File: config.mk
export PLATFORM = sky130hd
export DESIGN_NAME = i2c_pec_engine
export DESIGN_NICKNAME = d
export VERILOG_FILES = /design/src/rtl/pec_pkg.sv /design/src/rtl/pec_crc_reg.sv /design/src/rtl/pec_req_ctrl.sv /design/src/rtl/pec_rx_check.sv /design/src/rtl/i2c_pec_engine.sv
export SDC_FILE = /design/constraint.sdc
export NUM_CORES = 1
export LEC_CHECK = 0
export ABC_CLOCK_PERIOD_IN_PS = 1750
export BUFFER_PORTS_ARGS = -buffer_cell sky130_fd_sc_hd__buf_4
export CAP_MARGIN = 20
export CELL_PAD_IN_SITES_DETAIL_PLACEMENT = 1
export CELL_PAD_IN_SITES_GLOBAL_PLACEMENT = 1
export CORE_MARGIN = 10
export CORE_UTILIZATION = 33
export CTS_BUF_LIST = sky130_fd_sc_hd__clkbuf_8
export CTS_CLUSTER_DIAMETER = 150
export DETAILED_ROUTE_END_ITERATION = 7
export PLACE_DENSITY_LB_ADDON = 0.05
export SYNTH_ARGS = -nofsm -noshare
export SYNTH_HDL_FRONTEND = slang
export SYNTH_HIERARCHICAL = 1
export SYNTH_SLANG_ARGS = --single-unit
File: constraint.sdc
create_clock -name clk -period 1.75 [get_ports clk]
set_clock_uncertainty 0.1 [all_clocks]
set_input_delay 0.35 -clock clk [delete_from_list [all_inputs] [get_ports clk]]
set_output_delay 0.35 -clock clk [all_outputs]
set_load 0.02 [all_outputs]
File: src/rtl/pec_pkg.sv
// Shared types and the CRC step function of the packet error check engine.
// Assumes byte-wide transfers and a generator without the implicit top term.
package pec_pkg;

    localparam int unsigned BYTE_W = 8;

    typedef logic [BYTE_W-1:0] byte_t;

    // Bus events that invalidate the current transfer.
    typedef struct packed {
        logic start;
        logic stop;
        logic arb;
        logic off;
    } bus_evt_t;

    // One byte of CRC, most significant data bit first.
    function automatic byte_t crc_step(input byte_t crc_in, input byte_t data, input byte_t poly);
        byte_t c;
        logic  fb;
        c = crc_in;
        for (int i = BYTE_W - 1; i >= 0; i--) begin
            fb = c[BYTE_W-1] ^ data[i];
            c  = {c[BYTE_W-2:0], 1'b0};
            if (fb) c = c ^ poly;
        end
        return c;
    endfunction

endpackage

File: src/rtl/pec_crc_reg.sv
// Running CRC register.
// Does: clears to INIT on clr, folds one byte per upd pulse. clr has priority.
// Assumes: upd is already qualified by the enables in the parent.
module pec_crc_reg
    import pec_pkg::*;
#(
    parameter byte_t POLY = 8'h07,
    parameter byte_t INIT = 8'h00
) (
    input  logic  clk,
    input  logic  rst_n,
    input  logic  clr,
    input  logic  upd,
    input  byte_t data,
    output byte_t crc
);

    byte_t crc_q;

    // Hold, clear or advance the CRC once per clock.
    always_ff @(posedge clk) begin
        if (!rst_n) begin
            crc_q <= INIT;
        end else if (clr) begin
            crc_q <= INIT;
        end else if (upd) begin
            crc_q <= crc_step(crc_q, data, POLY);
        end
    end

    assign crc = crc_q;

endmodule

File: src/rtl/pec_req_ctrl.sv
// Per-transfer request bit.
// Does: software sets or clears it; hardware clears override the write.
// Assumes: writes are accepted only while the peripheral is enabled.
module pec_req_ctrl
    import pec_pkg::*;
(
    input  logic     clk,
    input  logic     rst_n,
    input  logic     periph_en,
    input  logic     wr,
    input  logic     wdata,
    input  bus_evt_t evt,
    input  logic     tx_chk_done,
    output logic     req
);

    logic hw_clr;
    logic req_q;

    // Any bus event or the transmitted check byte ends the request.
    always_comb begin
        hw_clr = evt.start | evt.stop | evt.arb | evt.off | tx_chk_done;
    end

    // Register the request bit with hardware clears first.
    always_ff @(posedge clk) begin
        if (!rst_n) begin
            req_q <= 1'b0;
        end else if (hw_clr) begin
            req_q <= 1'b0;
        end else if (wr && periph_en) begin
            req_q <= wdata;
        end
    end

    assign req = req_q;

endmodule

File: src/rtl/pec_rx_check.sv
// Receive-side comparison of the check byte.
// Does: on fire, compares the byte with the running CRC and issues a one-cycle
// result. A master receiver always answers NAK. Mismatches set a sticky flag.
// Assumes: fire is qualified by the enables and the request bit in the parent.
module pec_rx_check
    import pec_pkg::*;
(
    input  logic  clk,
    input  logic  rst_n,
    input  logic  periph_en,
    input  logic  fire,
    input  logic  is_master,
    input  byte_t rx_byte,
    input  byte_t crc,
    input  logic  err_clr,
    output logic  valid,
    output logic  nak,
    output logic  err
);

    logic mismatch;
    logic valid_q;
    logic nak_q;
    logic err_q;

    // Compare the received check byte with the running code.
    always_comb begin
        mismatch = fire && (rx_byte != crc);
    end

    // Produce the one-cycle ACK/NAK decision.
    always_ff @(posedge clk) begin
        if (!rst_n) begin
            valid_q <= 1'b0;
            nak_q   <= 1'b0;
        end else begin
            valid_q <= fire;
            nak_q   <= fire && (is_master || mismatch);
        end
    end

    // Sticky error flag, where setting wins over clearing.
    always_ff @(posedge clk) begin
        if (!rst_n) begin
            err_q <= 1'b0;
        end else if (mismatch) begin
            err_q <= 1'b1;
        end else if (err_clr || !periph_en) begin
            err_q <= 1'b0;
        end
    end

    assign valid = valid_q;
    assign nak   = nak_q;
    assign err   = err_q;

endmodule

File: src/rtl/i2c_pec_engine.sv
// CRC8 packet error check engine for an I2C byte engine.
// Does: accumulates the CRC over the strobed bytes, tells the byte engine when
// to append the check byte, and judges a received check byte.
// Assumes: byte_strobe lasts one cycle per byte. The address byte is strobed
// like data. The check byte is flagged by byte_is_chk.
module i2c_pec_engine
    import pec_pkg::*;
#(
    parameter byte_t POLY = 8'h07,
    parameter byte_t INIT = 8'h00
) (
    input  logic              clk,
    input  logic              rst_n,
    input  logic              periph_en,
    input  logic              calc_en,
    input  logic              req_wr,
    input  logic              req_wdata,
    input  logic              err_clr,
    input  logic              bus_start,
    input  logic              bus_stop,
    input  logic              arb_lost,
    input  logic              dir_rx,
    input  logic              is_master,
    input  logic              byte_strobe,
    input  logic [BYTE_W-1:0] byte_data,
    input  logic              byte_is_chk,
    output logic              pec_send,
    output logic              req_status,
    output logic [BYTE_W-1:0] crc_value,
    output logic              chk_valid,
    output logic              chk_nak,
    output logic              err_flag
);

    bus_evt_t evt;
    logic     active;
    logic     crc_clr;
    logic     crc_upd;
    logic     tx_chk_done;
    logic     rx_fire;
    logic     req;
    byte_t    crc;

    // Collect the bus events and qualify the byte strobe.
    always_comb begin
        evt.start   = bus_start;
        evt.stop    = bus_stop;
        evt.arb     = arb_lost;
        evt.off     = !periph_en;
        active      = periph_en && calc_en;
        crc_clr     = evt.start || evt.arb || evt.off;
        crc_upd     = byte_strobe && active && !byte_is_chk;
        tx_chk_done = byte_strobe && byte_is_chk && !dir_rx;
        rx_fire     = byte_strobe && byte_is_chk && dir_rx && active && req;
    end

    pec_crc_reg #(
        .POLY (POLY),
        .INIT (INIT)
    ) crc_i (
        .clk   (clk),
        .rst_n (rst_n),
        .clr   (crc_clr),
        .upd   (crc_upd),
        .data  (byte_data),
        .crc   (crc)
    );

    pec_req_ctrl req_i (
        .clk         (clk),
        .rst_n       (rst_n),
        .periph_en   (periph_en),
        .wr          (req_wr),
        .wdata       (req_wdata),
        .evt         (evt),
        .tx_chk_done (tx_chk_done),
        .req         (req)
    );

    pec_rx_check chk_i (
        .clk       (clk),
        .rst_n     (rst_n),
        .periph_en (periph_en),
        .fire      (rx_fire),
        .is_master (is_master),
        .rx_byte   (byte_data),
        .crc       (crc),
        .err_clr   (err_clr),
        .valid     (chk_valid),
        .nak       (chk_nak),
        .err       (err_flag)
    );

    // Ask the byte engine to append the check byte while transmitting.
    always_comb begin
        pec_send = req && active && !dir_rx;
    end

    assign req_status = req;
    assign crc_value  = crc;

endmodule

======== Word level (Yosys, flattened, before mapping) ========
Index checks and enable logic that the tools add are counted.
Widths: inputs -> output; s select.
word-level totals
  bits in registers ....................... 12
  input bits .............................. 22
  output and inout bits ................... 13
  word-level logic and storage cells ...... 81
operators by class
  equal/unequal tests ..................... 1
  mux-type cells .......................... 31
  bitwise logic cells ..................... 21
  reductions and logical operators ........ 23
operator list
  operator           count
  $mux 8             21
  $mux 3             8
  $not 3->3          8
  $logic_and 1x1->1  13
  $ne 8x8->1         1
  $xor 1x1->1        8
  $logic_or 1x1->1   4
  $or 1x1->1         4
  $reduce_or 2->1    2
  $logic_not 1->1    3
  $mux 1             2
  $reduce_bool 2->1  1
  $not 1->1          1

======== Logic depth before layout (Yosys ltp) ========
  depth after elaboration ................. 38
  depth in mapped cells ................... 6
  gate-level depth less buffers ........... 6

======== Hierarchy ========
Netlist, hierarchy kept.
modules (own cells, without submodules)
  module          times used  cells an instance  area each (µm²)  seq. area each (µm²)
  pec_crc_reg     1           60                 600.6            160.2
  pec_rx_check    1           18                 175.2            60.1
  pec_req_ctrl    1           5                  60.1             20.0
  i2c_pec_engine  1           9                  46.3             0.0

======== Worst setup path before layout ========
OpenSTA, ideal clock, no wires.
  path type ............................... reg-to-reg
  from .................................... register crc_i.crc_q[6] (netlist: crc_i/crc[6])
  to ...................................... register crc_i.crc_q[2] (netlist: crc_i/crc[2])
  setup time .............................. 116 ps
  arrival ................................. 1638 ps
  data required time ...................... 1534 ps
  slack ................................... -104 ps
  cell stages (with the launch flop) ...... 5
  path buffers ............................ 0
  clock period less this slack ............ 1854 ps
  cells stage by stage .................... dfxtp_1 -> xnor3_2 -> xnor3_1 -> a21oi_1 -> a31o_1
on the way
  word-level cells in the longest chain between the ends .. 25
ends and longest elaborated chain
  what                      RTL line           source
  start: declaration        pec_crc_reg.sv:18  byte_t crc_q;
  start signal: assignment  pec_crc_reg.sv:27  crc_q <= crc_step(crc_q, data, POLY);
  $mux 8                    pec_crc_reg.sv:26  end else if (upd) begin
  $mux 8                    pec_crc_reg.sv:24  end else if (clr) begin
  $mux 8                    pec_crc_reg.sv:22  if (!rst_n) begin
  $xor 1x1->1               pec_pkg.sv:23      fb = c[BYTE_W-1] ^ data[i];
  $mux 3                    pec_pkg.sv:25      if (fb) c = c ^ poly;
  $mux 8                    pec_crc_reg.sv:26
  $mux 8                    pec_crc_reg.sv:24
  $mux 8                    pec_crc_reg.sv:22
  (+9 left out)             -
  $mux 8                    pec_crc_reg.sv:26
  $mux 8                    pec_crc_reg.sv:24
  $mux 8                    pec_crc_reg.sv:22
  $mux 8                    pec_crc_reg.sv:26
  $mux 8                    pec_crc_reg.sv:24
  $mux 8                    pec_crc_reg.sv:22
  $xor 1x1->1               pec_pkg.sv:23
  $mux 3                    pec_pkg.sv:25
No other way between the ends. The select of a mux whose other input is x is not followed.
A chain may end at the register's enable or synchronous reset.

======== Worst setup path in the final report ========
Ends and elaborated chain as after synthesis.

==> flow_metrics.py <==
metrics = {
    "logic_synthesis": {
        "yosysSeqAreaShare": 0.272,
        "synth.cell_area_sq_um": 882,
        "yosysUniqueCellTypes": 28,
        "syn_nets": 114,
        "syn_inst": 92,
        "yosys_warnings": 6,
        "synth.avg_cell_area_sq_um": 9.59,
        "ys_seq_elements": 12,
    },
    "placed_design": {
        "port_buffers": 34,
        "globalplace.congestion": 0.751,
        "dpl.hpwl_um": 2050,
    },
    "detailed_routing": {
        "route.met3.wl_um": 211,
        "dr.pass1.iters": 4,
        "drc_errors": 0,
        "finalWirelength_um": 2470,
        "viasPerCell": 4.99,
        "wl_met1_um": 1080,
        "ant_nets": 0,
        "route.met2.wl_um": 1140,
        "dr.first_iter.drc_count": 20,
        "top_layer": "met4",
        "num_vias": 814,
        "wire_per_inst_um": 15.2,
    },
    "run": {
        "maxCapViolations": 0,
    },
    "clock_tree": {
        "post_cts_buffers": 0,
        "numCtsBuffers": 3,
        "cts_buffer_depth": 2,
        "clock-sinks": 12,
        "tritoncts": "done",
        "holdBufCountCts": 0,
        "clk_pin_slew_ns": 0.06,
        "htreeDepth": 1,
        "clk_latency_ns": 0.24,
        "cts_root_buffer": "clkbuf_8",
        "cts_resized": 0,
    },
    "final_layout": {
        "utilization": 0.497,
        "diodes": 0,
        "layout.nets": 156,
        "areaGrowthSynthToFinish_pct": 42.1,
        "drive_above_1_share": 0.398,
    },
    "sta": {
        "maxSlewViolCount": 0,
        "hold_viol": 0,
        "relSlewSlack": 0.746,
        "setup_viol": 0,
        "finalCriticalPeriod_ns": 1.62,
        "layout_worst_path_cycle_share": 0.929,
        "rsz0062_at_grt": "false",
        "fmax_ghz": 0.615,
        "tightest_slew_ns": 0.380,
    },
    "power_and_ir_drop": {
        "power.total_mw": 0.749,
        "vdd_drop_max_mv": 0.309,
        "p_per_area_mw_per_mm2": 597,
        "p_leak_nw": 0.558,
    },
    "run_status": {
        "status": "completed",
    },
    "global_routing": {
        "grt_util_all_layers": 0.0985,
        "grt_pass1_vias": 822,
        "grt.overflow.total": 0,
        "grt_pass1_wl_um": 4050,
        "grt_start_max_net_pins": 13,
        "antenna_found_initial": 0,
    },
    "worst_setup_path": {
        "worstSetupPathType": "register to register",
        "arrival_ns": 1.66,
        "crit_path_end_kind": "register",
        "reg2reg_depth": 4,
        "crit_path_max_fanout": 2,
        "reg2reg_slack_ns": 0.13,
        "required_ns": 1.78,
        "critPathLaunchType": "register",
    },
    "die": {
        "coreArea_sq_mm": 0.00252,
        "dieArea_sq_mm": 0.00514,
        "initial_core_util": 0.350,
        "fp.dieW_um": 71.7,
        "num_rows": 18,
        "die_h_um": 71.7,
        "ioPinCount": 35,
    },
    "min_path": {
        "min_path_cells": 2,
        "hold_class": "input port to register",
    },
}
-- placed cells by master (no fill, tap or decap), types with 2 or more instances in the layout --
| master | synthesis | layout |
|---|---|---|
| clkbuf_8 | 0 | 4 |
| xnor2_1 | 18 | 18 |
| a21oi_1 | 6 | 6 |
| a31o_2 | 3 | 3 |
| xnor3_1 | 4 | 4 |
| dfxtp_1 | 12 | 11 |
| or3_1 | 3 | 3 |
| xnor2_2 | 2 | 2 |
| buf_4 | 0 | 39 |
| a211oi_1 | 2 | 2 |
| o21ai_0 | 3 | 3 |
| nand3_1 | 3 | 3 |
| nand2_1 | 6 | 6 |
| nor2_1 | 9 | 9 |
| xor2_1 | 4 | 4 |
| nand4_1 | 2 | 2 |
| inv_1 | 2 | 2 |
-- sequential cells by signal, indices dropped and copies added, names as in the netlist --
name         count
crc_i/crc        8
chk_i/err        1
chk_i/nak        1
chk_i/valid      1
req_i/req        1
-- through the flow --
step	instance area [sq um]	cells	hold WS, ns	setup slack [ns]	TNS [ns]
after floorplan	883	92	0.326	0.0235	0
after global placement	1200	159	0.378	0.0433	0
after detailed placement	1200	159	0.407	-0.000833	-0.000833
after CTS	1250	163	0.168	0.108	0
after global routing	1250	163	0.173	0.0525	0
final	1250	163	0.175	0.125	0
-- layer usage --
layer,GRT usage,up-vias
li1,-,401
met1,0.115,380
met2,0.152,29
met3,0.0468,4
met4,0.0387,0
met5,0,-
-- cell families after synthesis --
family | share of synthesized area
xor+xnor | 0.384
buf+inv | 0.0255
flops | 0.272
compound gates | 0.146
simple gates | 0.172
-- final timing paths --
| path | start | endpoint |
|---|---|---|
| hold / removal | bus_stop | req_i/req |
| setup / recovery | crc_i/crc[6] | crc_i/crc[2] |
| setup reg to reg | crc_i/crc[6] | crc_i/crc[2] |
| hold reg to reg | chk_i/err | chk_i/err |
-- power breakdown --
part	leakage, nW	total [mW]	switching (mW)	internal (mW)
clock network	0.0288	0.308	0.109	0.199
registers	0.0971	0.275	0.000845	0.274
logic	0.432	0.166	0.0660	0.0996
-- cell usage after synthesis --
master | number | area share
xnor2_1 | 18 | 0.18
dfxtp_1 | 12 | 0.27
nor2_1 | 9 | 0.038
a21oi_1 | 6 | 0.034
nand2_1 | 6 | 0.026
xnor3_1 | 4 | 0.10
xor2_1 | 4 | 0.040
a31o_2 | 3 | 0.030
nand3_1 | 3 | 0.017
o21ai_0 | 3 | 0.017
or3_1 | 3 | 0.021
a211oi_1 | 2 | 0.017
inv_1 | 2 | 0.0085
nand4_1 | 2 | 0.014
xnor2_2 | 2 | 0.037
a2111oi_2 | 1 | 0.017
a21bo_2 | 1 | 0.011
a31o_1 | 1 | 0.0099
and2_1 | 1 | 0.0071
and4b_2 | 1 | 0.013
buf_1 | 1 | 0.0043
buf_6 | 1 | 0.013
nand2b_1 | 1 | 0.0071
nand4b_1 | 1 | 0.0099
nor2b_1 | 1 | 0.0071
o31a_1 | 1 | 0.0099
or4b_1 | 1 | 0.011
xnor3_2 | 1 | 0.027
-- area by class of cell --
cell class                      count  area [sq um]
Tap cell                           30          37.5
Inverter                            2          7.51
Timing Repair Buffer               39           293
Clock buffer                        4          55.1
Multi-Input combinational cell     76           619
Sequential cell                    12           241
Fill cell                         300          1270
-- critical path: stages, from the launching register on --
cell and delay [ns]:
dfxtp_2 0.33, xnor3_2 0.41, xnor3_1 0.41, a21oi_1 0.08, a31o_1 0.19
(Power assumes the default switching activity.)
